<file path="src/rtl/gpe_agg_pkg.sv">
package gpe_agg_pkg;

    typedef enum logic {
        REG_PENDING = 1'b0,
        REG_ENABLE  = 1'b1
    } reg_sel_e;

    typedef enum logic {
        IRQ_QUIET  = 1'b0,
        IRQ_RAISED = 1'b1
    } irq_state_e;

endpackage

</file>
<file path="src/rtl/evt_pending_bank.sv">
module evt_pending_bank #(
    parameter int N = 16
) (
    input  logic         clk,
    input  logic         rst_n,
    input  logic [N-1:0] evt_set_i,
    input  logic         clr_stb_i,
    input  logic [N-1:0] clr_mask_i,
    output logic [N-1:0] pend_o
);

    logic [N-1:0] pend_q;

    for (genvar g = 0; g < N; g++) begin : g_bit
        always_ff @(posedge clk or negedge rst_n) begin
            if (!rst_n) begin
                pend_q[g] <= 1'b0;
            end else if (evt_set_i[g]) begin
                pend_q[g] <= 1'b1;
            end else if (clr_stb_i && clr_mask_i[g]) begin
                pend_q[g] <= 1'b0;
            end
        end
    end

    assign pend_o = pend_q;

    // every pulsed line is pending after the edge
    p_set_latched_r7: assert property (@(posedge clk) disable iff (!rst_n)
        1'b1 |=> ((pend_q & $past(evt_set_i)) == $past(evt_set_i)));

    // a bit only falls where a clear strobe carried a 1
    p_clear_only_w1_r3: assert property (@(posedge clk) disable iff (!rst_n)
        1'b1 |=> ((($past(pend_q) & ~pend_q) &
                   ~($past(clr_stb_i) ? $past(clr_mask_i) : {N{1'b0}})) == '0));

endmodule

</file>
<file path="src/rtl/evt_enable_bank.sv">
module evt_enable_bank #(
    parameter int N = 16
) (
    input  logic         clk,
    input  logic         rst_n,
    input  logic         load_i,
    input  logic [N-1:0] load_data_i,
    output logic [N-1:0] en_o
);

    logic [N-1:0] en_q;

    always_ff @(posedge clk or negedge rst_n) begin
        if (!rst_n) begin
            en_q <= '0;
        end else if (load_i) begin
            en_q <= load_data_i;
        end
    end

    assign en_o = en_q;

    // enable takes the written word exactly
    p_enable_load_r4: assert property (@(posedge clk) disable iff (!rst_n)
        load_i |=> (en_q == $past(load_data_i)));

    p_enable_hold_r4: assert property (@(posedge clk) disable iff (!rst_n)
        !load_i |=> $stable(en_q));

endmodule

</file>
<file path="src/rtl/irq_level_fsm.sv">
module irq_level_fsm
    import gpe_agg_pkg::*;
#(
    parameter int N = 16
) (
    input  logic         clk,
    input  logic         rst_n,
    input  logic [N-1:0] pend_i,
    input  logic [N-1:0] en_i,
    output logic         irq_o
);

    irq_state_e state_q, state_d;
    logic       any_active;

    assign any_active = |(pend_i & en_i);

    always_comb begin
        state_d = state_q;
        unique case (state_q)
            IRQ_QUIET:  if (any_active)  state_d = IRQ_RAISED; // RAISE
            IRQ_RAISED: if (!any_active) state_d = IRQ_QUIET;  // CLEAR
            default:    state_d = IRQ_QUIET;
        endcase
    end

    always_ff @(posedge clk or negedge rst_n) begin
        if (!rst_n) begin
            state_q <= IRQ_QUIET;
        end else begin
            state_q <= state_d;
        end
    end

    always_comb begin
        unique case (state_q)
            IRQ_RAISED: irq_o = 1'b1;
            default:    irq_o = 1'b0;
        endcase
    end

    // output follows the active terms one clock later
    p_irq_follows_r5: assert property (@(posedge clk) disable iff (!rst_n)
        1'b1 |=> (irq_o == $past(|(pend_i & en_i))));

    // a persisting active term keeps the line high
    p_irq_level_hold_r6: assert property (@(posedge clk) disable iff (!rst_n)
        (irq_o && (|(pend_i & en_i))) |=> irq_o);

endmodule

</file>
<file path="src/rtl/gpe_irq_aggregator.sv">
module gpe_irq_aggregator
    import gpe_agg_pkg::*;
#(
    parameter int N = 16
) (
    input  logic         clk,
    input  logic         rst_n,
    input  logic [N-1:0] evt_set_i,
    input  logic         wr_en_i,
    input  logic         rd_en_i,
    input  logic         addr_i,
    input  logic [N-1:0] wr_data_i,
    output logic [N-1:0] rd_data_o,
    output logic         irq_o
);

    logic [N-1:0] pend_w, en_w, rd_q;
    logic         wr_pend, wr_en_reg;

    assign wr_pend   = wr_en_i && (reg_sel_e'(addr_i) == REG_PENDING);
    assign wr_en_reg = wr_en_i && (reg_sel_e'(addr_i) == REG_ENABLE);

    evt_pending_bank #(.N(N)) u_pend (
        .clk        (clk),
        .rst_n      (rst_n),
        .evt_set_i  (evt_set_i),
        .clr_stb_i  (wr_pend),
        .clr_mask_i (wr_data_i),
        .pend_o     (pend_w)
    );

    evt_enable_bank #(.N(N)) u_en (
        .clk         (clk),
        .rst_n       (rst_n),
        .load_i      (wr_en_reg),
        .load_data_i (wr_data_i),
        .en_o        (en_w)
    );

    irq_level_fsm #(.N(N)) u_irq (
        .clk    (clk),
        .rst_n  (rst_n),
        .pend_i (pend_w),
        .en_i   (en_w),
        .irq_o  (irq_o)
    );

    always_ff @(posedge clk or negedge rst_n) begin
        if (!rst_n) begin
            rd_q <= '0;
        end else if (rd_en_i) begin
            rd_q <= (reg_sel_e'(addr_i) == REG_ENABLE) ? en_w : pend_w;
        end
    end

    assign rd_data_o = rd_q;

    // read data holds without a read strobe
    p_rd_hold_r10: assert property (@(posedge clk) disable iff (!rst_n)
        !rd_en_i |=> $stable(rd_data_o));

    // quiet registers give a quiet line
    p_quiet_after_reset_r1: assert property (@(posedge clk) disable iff (!rst_n)
        ((pend_w & en_w) == '0) |=> !irq_o);

endmodule

</file>
<file path="config.mk">
export PLATFORM = sky130hd
export DESIGN_NAME = gpe_irq_aggregator
export DESIGN_NICKNAME = d
export VERILOG_FILES = /design/src/rtl/gpe_agg_pkg.sv /design/src/rtl/evt_pending_bank.sv /design/src/rtl/evt_enable_bank.sv /design/src/rtl/irq_level_fsm.sv /design/src/rtl/gpe_irq_aggregator.sv
export SDC_FILE = /design/constraint.sdc
export NUM_CORES = 1
export LEC_CHECK = 0
export ABC_AREA = 0
export BUFFER_PORTS_ARGS = -buffer_cell sky130_fd_sc_hd__buf_4
export CORE_ASPECT_RATIO = 1.25
export CORE_UTILIZATION = 52
export CTS_CLUSTER_DIAMETER = 60
export CTS_CLUSTER_SIZE = 12
export DETAILED_ROUTE_END_ITERATION = 16
export PLACE_DENSITY_LB_ADDON = 0.1
export SKIP_CTS_REPAIR_TIMING = 1
export SYNTH_ARGS = -nofsm -noshare
export SYNTH_HDL_FRONTEND = slang
export SYNTH_SLANG_ARGS = --single-unit
</file>
<file path="constraint.sdc">
create_clock -name clk -period 1.26 [get_ports clk]
set_input_delay 0.126 -clock clk [delete_from_list [all_inputs] [get_ports clk]]
set_output_delay 0.126 -clock clk [all_outputs]
set_load 0.1 [all_outputs]
</file>
==> summary.txt, run 1 <==
Outcome
  • Status: finished clean

Clocking
  • TritonCTS Buffers: 5
  • Clock transition at path regs: 0.08 ns
  • Htree depth: 2
  • Clk Latency, worst-skew pair: 0.29 ns
  • Root Buffer: clkbuf_8
  • TritonCTS clock tree: done
  • Clock Path Buffers: 2
  • # clock sinks: 49

Job
  • Max_cap viols: 0

GRT
  • Vias in the first global route: 1,467
  • Initial antenna violation count: 0
  • All-Layer GR Usage: 21.82%
  • First-pass GRT wire length: 6810 um
  • Grt total ovfl: 0
  • Largest net degree at the start of global routing: 50

Synthesis
  • Main area contributors after synthesis: dfrtp_1, mux2i_1, mux2_4
  • FF+latch count, synth: 49
  • Register area share after synthesis: 58.61%
  • Synth top area share: 58.61%
  • Synth area leader: dfrtp_1
  • Syn_area_per_cell: 12.76 um^2
  • Synth Instances: 164
  • Syn nets: 201
  • Post-Synthesis Cell Area: 0.002092 mm^2
  • Unique cell type count in the Yosys netlist: 16
  • Syn. warnings: 0

STA
  • Final setup fails: 0
  • Hold slack: 0.0007265 ns
  • Minimum clock period: 1.175 ns
  • Slew Limit Headroom: 58.81%
  • Setup Skew: 0.001990 ns
  • Worst-margin pin slew: 0.6179 ns
  • FMAX: 851.4 MHz
  • Fin crit share: 93.22%
  • Final setup TNS: 0 ns
  • Final hold violation count: 0
  • RSZ-0062 raised after global routing: false
  • Max Slew Vio Count: 0

Floorplan
  • Die Ht: 72.92 um
  • Starting Density: 54.82%
  • Core footprint: 0.003816 mm^2
  • Cell Rows: 25
  • Die X: 58.73 um
  • Ports: 54
  • Full die area: 0.004282 mm^2

Placement
  • Port Buf Inserts: 53
  • DPL Wire Length: 3008 um
  • Routability cong.: 0.7427
  • Placed cells: 266
  • DP Area: 0.002509 mm^2

Drt
  • Drt via density: 5.363
  • Router iterations before antenna repair: 4
  • Final ANT Viol Nets: 0
  • Routed vias: 1,491
  • Routed Wire Length: 4240 um
  • Initial DRC count: 76
  • DR WL/cell: 15.25 um
  • Drc violations: 0

Power
  • Clock power frac: 24.8%
  • Switch Pwr: 1.366 mW
  • Flop pwr share: 47.0%
  • PD cells: 1498 mW/mm^2
  • Switching Share: 34.34%
  • VDD IR-drop max: 0.9328 mV
  • Logic pwr share: 28.2%
  • P_leak: 1.216 nW
  • Pint: 2.613 mW

Setup path
  • Max FO, Critical Path: 3
  • Crit path launch type: flop
  • Arrival @ worst endpoint: 1.34 ns
  • Worst Reg-to-Reg Cells: 3
  • Worst Path Class, Setup: flop to flop
  • Crit end category: flop
  • Worst Path Required: 1.43 ns

Final layout
  • Area Growth Syn to Fin: 26.97%
  • Diodes inserted: 0
  • Layout Cell Area excl Fill: 0.002656 mm^2
  • Area occupied by multi-input gates: 800.8 um^2
  • Post-route insts no fill: 278
  • Share of layout cells above drive strength 1: 37.05%
  • Sequential cell area: 0.001226 mm^2
  • Filler Cell Count: 303
  • Final nets: 260
  • Final Util: 69.61%

Min path
  • Hold Path Stages: 2
  • Hold Crit Class: input pin to flop
metal layers:
| metal | vias to the layer above | global-route usage, % | share of wire [%] |
|---|---|---|---|
| li1 | 699 | - | - |
| met1 | 743 | 27.09 | 43 |
| met2 | 45 | 36.36 | 52 |
| met3 | 4 | 5.319 | 4.4 |
| met4 | 0 | 8.730 | 1.0 |
| met5 | - | 0 | 0 |
registers in the layout (all words and copies together) (netlist names):
register / count
u_pend.pend_o: 16
u_irq.state_q: 1
u_en.en_o: 16
rd_data_o: 16
area by class of cell:
cell class / instances / share of cell area [%]
Timing Repair Buffer: 60 / 17.33
Clock buffer: 7 / 3.627
Tap cell: 54 / 2.544
Sequential cell: 49 / 46.16
Clock inverter: 1 / 0.1884
Multi-Input combinational cell: 107 / 30.15
per-stage QoR:
step	setup slack, ns	power (mW)
4_1_cts	0.05139	4.001
3_3_place_gp	0.1114	2.986
5_1_grt	0.02628	4.142
3_5_place_dp	0.08334	3.016
6_report	0.08547	3.979
2_1_floorplan	0.05468	2.694
path summary, 6_finish.rpt:
kind / from / endpoint / slack, ns
worst max-delay path: u_en.en_o[7] / u_irq.state_q / 0.09
worst min-delay path: evt_set_i[8] / u_pend.pend_o[8] / 0.0007
worst max register to register: u_en.en_o[7] / u_irq.state_q / 0.09
worst min register to register: u_pend.pend_o[10] / u_pend.pend_o[10] / 0.51
max in group asynchronous: rst_n / rd_data_o[11] / 0.46
min in group asynchronous: rst_n / u_pend.pend_o[1] / 0.37
Yosys cell counts, drive strengths merged:
cell type and instances:
a21o 16, a22o 4, dfrtp 49, nor2b 1, buf 5, mux2 16
mux2i 16, a21oi 16, nor2 16, clkbuf 3, nand2 17, nand4 1
a221oi 4
logic make-up after synthesis:
group	synth area share, %
buffers and inverters	3.409
multiplexers	18.06
AND/OR/NAND/NOR	6.998
flip-flops	58.61
AO/OA/AOI/OAI	12.92
power by group through the flow:
stage	clock network, mW	registers [mW]	logic [mW]
after global routing	1.06	1.89	1.18
after global placement	0	1.88	1.10
after detailed placement	0	1.90	1.12
after CTS	1.01	1.87	1.12
after floorplan	0	2.38	0.316
final	0.985	1.87	1.12
cell usage in the layout, fill, tap and decap left out:
cell	Yosys	layout
buf_4	0	56
dfrtp_1	49	49
nand2_1	16	16
a21o_1	16	16
mux2i_1	16	16
nor2_1	16	16
a21oi_1	16	16
mux2_4	10	10
clkbuf_8	0	7
mux2_2	6	6
a22o_1	4	4
dlygate4sd3_1	0	4
a221oi_1	4	3
a221oi_2	0	1
nand4_1	1	1
nor2b_2	1	1
nand2_4	1	1
clkinv_2	0	1
critical path, cell delays in order (launching register included):
cell,delay [ns]
dfrtp_1,0.41
a22o_1,0.25
a221oi_1,0.26
nand4_1,0.13
No activity file was read; power rests on OpenSTA's default activity.
==> inputs of run 2 (changes only) <==
- SYNTH_HIERARCHICAL: default -> 1
==> run 2 against run 1 <==
Net effect:
- global-route usage decreased by 0.22 points
- total power up 0.42%
- non-clock buffer count is 4 higher
- cell area increased by 2.4%
==> summary.txt, run 2 <==
Placement
  • Place WS: 0.1670 ns (+0.08371 ns)
  • Routability cong.: 0.7793 (+4.9%)
  • DPL Wire Length: 3052 um (+1.5%)
  • Port Buf Inserts: 53 (unchanged)

Setup path
  • RR Startpoint: u_pend/pend_o[7]
  • Critical path destination: u_irq/state_q
  • Worst reg2reg path endpoint: u_irq/state_q
  • Sum of buffers and inverters on the critical path: 0 (unchanged)
  • Crit path launch type: flop
  • CP max stage delay: 0.41 ns (about the same)
  • Worst Reg-to-Reg Cells: 3 (unchanged)
  • Max FO, Critical Path: 3 (unchanged)
  • Worst path slowest cell: dfrtp_1
  • Critical Path Stages: 3 (unchanged)
  • Largest delay share family, worst path: compound AO/OA/AOI/OAI gates
  • Arrival @ worst endpoint: 1.29 ns (-0.05 ns)
  • Worst-path cell chain: a22o_1, a221oi_2, nand4_1
  • CP startpoint: u_pend/pend_o[7]
  • Worst Path Class, Setup: flop to flop
  • R2R Setup Slk: 0.13 ns (+0.05 ns)
  • Worst Path Required: 1.42 ns (about the same)
  • Crit end category: flop

Synthesis
  • Synth top area share: 57.04% (-1.6 points)
  • Syn. warnings: 6 (+6)
  • Async SR Flop Fraction: 100.0% (unchanged)
  • Synth area leader: dfrtp_1
  • Unique cell type count in the Yosys netlist: 17 (+1)
  • Register area share after synthesis: 57.04% (-1.6 points)
  • Synth Flop Type: dfrtp_1
  • Main area contributors after synthesis: dfrtp_1, mux2i_1, mux2_4
  • FF+latch count, synth: 49 (unchanged)
  • Synth Instances: 165 (+0.61%)
  • Syn nets: 202 (+0.50%)
  • Most frequent cell after synthesis: dfrtp_1
  • Syn_area_per_cell: 13.03 um^2 (+2.1%)
  • Post-Synthesis Cell Area: 0.002150 mm^2 (+2.8%)
  • EDFF count, synth: 0 (unchanged)

GRT
  • All-Layer GR Usage: 21.60% (-0.22 points)
  • Grt total ovfl: 0 (unchanged)
  • Vias in the first global route: 1,502 (+2.4%)
  • Initial antenna violation count: 0 (unchanged)
  • First-pass GRT wire length: 6789 um (-0.31%)
  • Largest net degree at the start of global routing: 50 (unchanged)

Drt
  • Drt via density: 5.294 (-1.3%)
  • Routed vias: 1,493 (+0.13%)
  • Final ANT Viol Nets: 0 (unchanged)
  • Routed Wire Length: 4371 um (+3.1%)
  • Initial DRC count: 39 (-49%)
  • DR WL/cell: 15.50 um (+1.6%)
  • Drc violations: 0 (unchanged)
  • Router iterations before antenna repair: 3 (-1)

Outcome
  • Status: finished clean

STA
  • Final hold violation count: 0 (unchanged)
  • RSZ-0062 raised after global routing: false
  • FMAX: 888.3 MHz (+4.3%)
  • Final setup fails: 0 (unchanged)
  • Setup WS post-layout: 0.1343 ns (+0.04883 ns)
  • Minimum clock period: 1.126 ns (-0.04883 ns)
  • Final setup TNS: 0 ns (unchanged)
  • Max Slew Vio Count: 0 (unchanged)
  • Setup Skew: 0.006524 ns (+0.004534 ns)
  • Fin crit share: 89.34% (-3.9 points)
  • Worst-margin pin slew: 0.6034 ns (-0.01449 ns)
  • Slew Limit Headroom: 59.77% (+0.97 points)

Power
  • VDD IR-drop max: 0.7825 mV (-16%)
  • P_leak: 1.222 nW (+0.46%)
  • PD cells: 1468 mW/mm^2 (-2.0%)

Clocking
  • TritonCTS Buffers: 5 (unchanged)
  • Root Buffer: clkbuf_8
  • Clk Latency, worst-skew pair: 0.30 ns (about the same)
  • # clock sinks: 49 (unchanged)
  • TritonCTS clock tree: done
  • Clock Path Buffers: 2 (unchanged)
  • Clock transition at path regs: 0.08 ns (about the same)
  • Htree depth: 2 (unchanged)

Final layout
  • Area Growth Syn to Fin: 26.60%
  • Share of layout cells above drive strength 1: 38.16% (+1.1 points)
  • Final nets: 264 (+1.5%)
  • Commonest non-fill, non-tap cells in the layout: buf_4, dfrtp_1
  • Most common cell after layout, fill and taps aside: buf_4
  • Diodes inserted: 0 (unchanged)

Floorplan
  • Cell Rows: 25 (unchanged)
  • Die Ht: 73.89 um (+1.3%)
  • Core footprint: 0.003879 mm^2 (+1.6%)
  • Ports: 54 (unchanged)
  • Full die area: 0.004397 mm^2 (+2.7%)
  • Starting Density: 55.42% (+0.60 points)
  • Die X: 59.51 um (+1.3%)

Job
  • Max_cap viols: 0 (unchanged)

Min path
  • HP Start: evt_set_i[0]
  • Hold Crit Class: input pin to flop
## run 2: worst min path at each step
stage                       endpoint  cells after the start
floorplan               rd_data_o[0]                      0
global placement       rd_data_o[14]                      1
detailed placement     u_en/en_o[14]                      1
CTS                    rd_data_o[11]                      1
global route        u_pend/pend_o[5]                      2
finish              u_pend/pend_o[0]                      2
## run 2: kinds of logic after synthesis
group                  count (synthesis)  share of synthesized area [%]
and+or+nand+nor                       35                          6.636
buffers and inverters                  9                          5.006
DFF                                   49                          57.04
muxes                                 32                          17.58
AOI/OAI and AO/OA                     40                          13.74
## run 2: worst reg2reg max path: stages, from the launching register on
cell      delay [ns]
dfrtp_1         0.41
a22o_1          0.27
a221oi_2        0.22
nand4_1         0.11
## run 2: area by class of cell
cell class / instances / area [um^2]
timing repair buffer: 64 / 510.5
multi-input combinational: 107 / 815.8
sequential: 49 / 1226
tap: 54 / 67.56
clock buffer: 7 / 96.34
clock inverter: 1 / 5.005
fill: 316 / 1157
## run 2: through the flow
step	total power, mW	area [um^2]	hold WS (ns)	std cells	util [%]
after global placement	3.011	2550	0.1666	267	65.74
after CTS	4.015	2651	-0.1475	275	68.35
final	3.996	2721	0.004208	282	70.16
after floorplan	2.725	2150	-0.1696	165	-
after global routing	4.173	2721	0.001113	282	70.16
after detailed placement	3.040	2550	0.1771	267	65.74
## run 2: per-layer routing
layer / vias to the layer above / wire length [um] / global-route usage, %
li1: 705 / - / -
met1: 746 / 1784 / 24.36
met2: 35 / 2374 / 38.33
met3: 7 / 146 / 5.634
met4: 0 / 65 / 8.527
met5: - / 0 / 0
## run 2: report_power, final
part | leakage (nW) | internal, mW | switching, mW
Combinational | 0.651 | 0.389 | 0.757
Clock | 0.0542 | 0.496 | 0.479
Sequential | 0.516 | 1.74 | 0.132
Total | 1.22 | 2.63 | 1.37
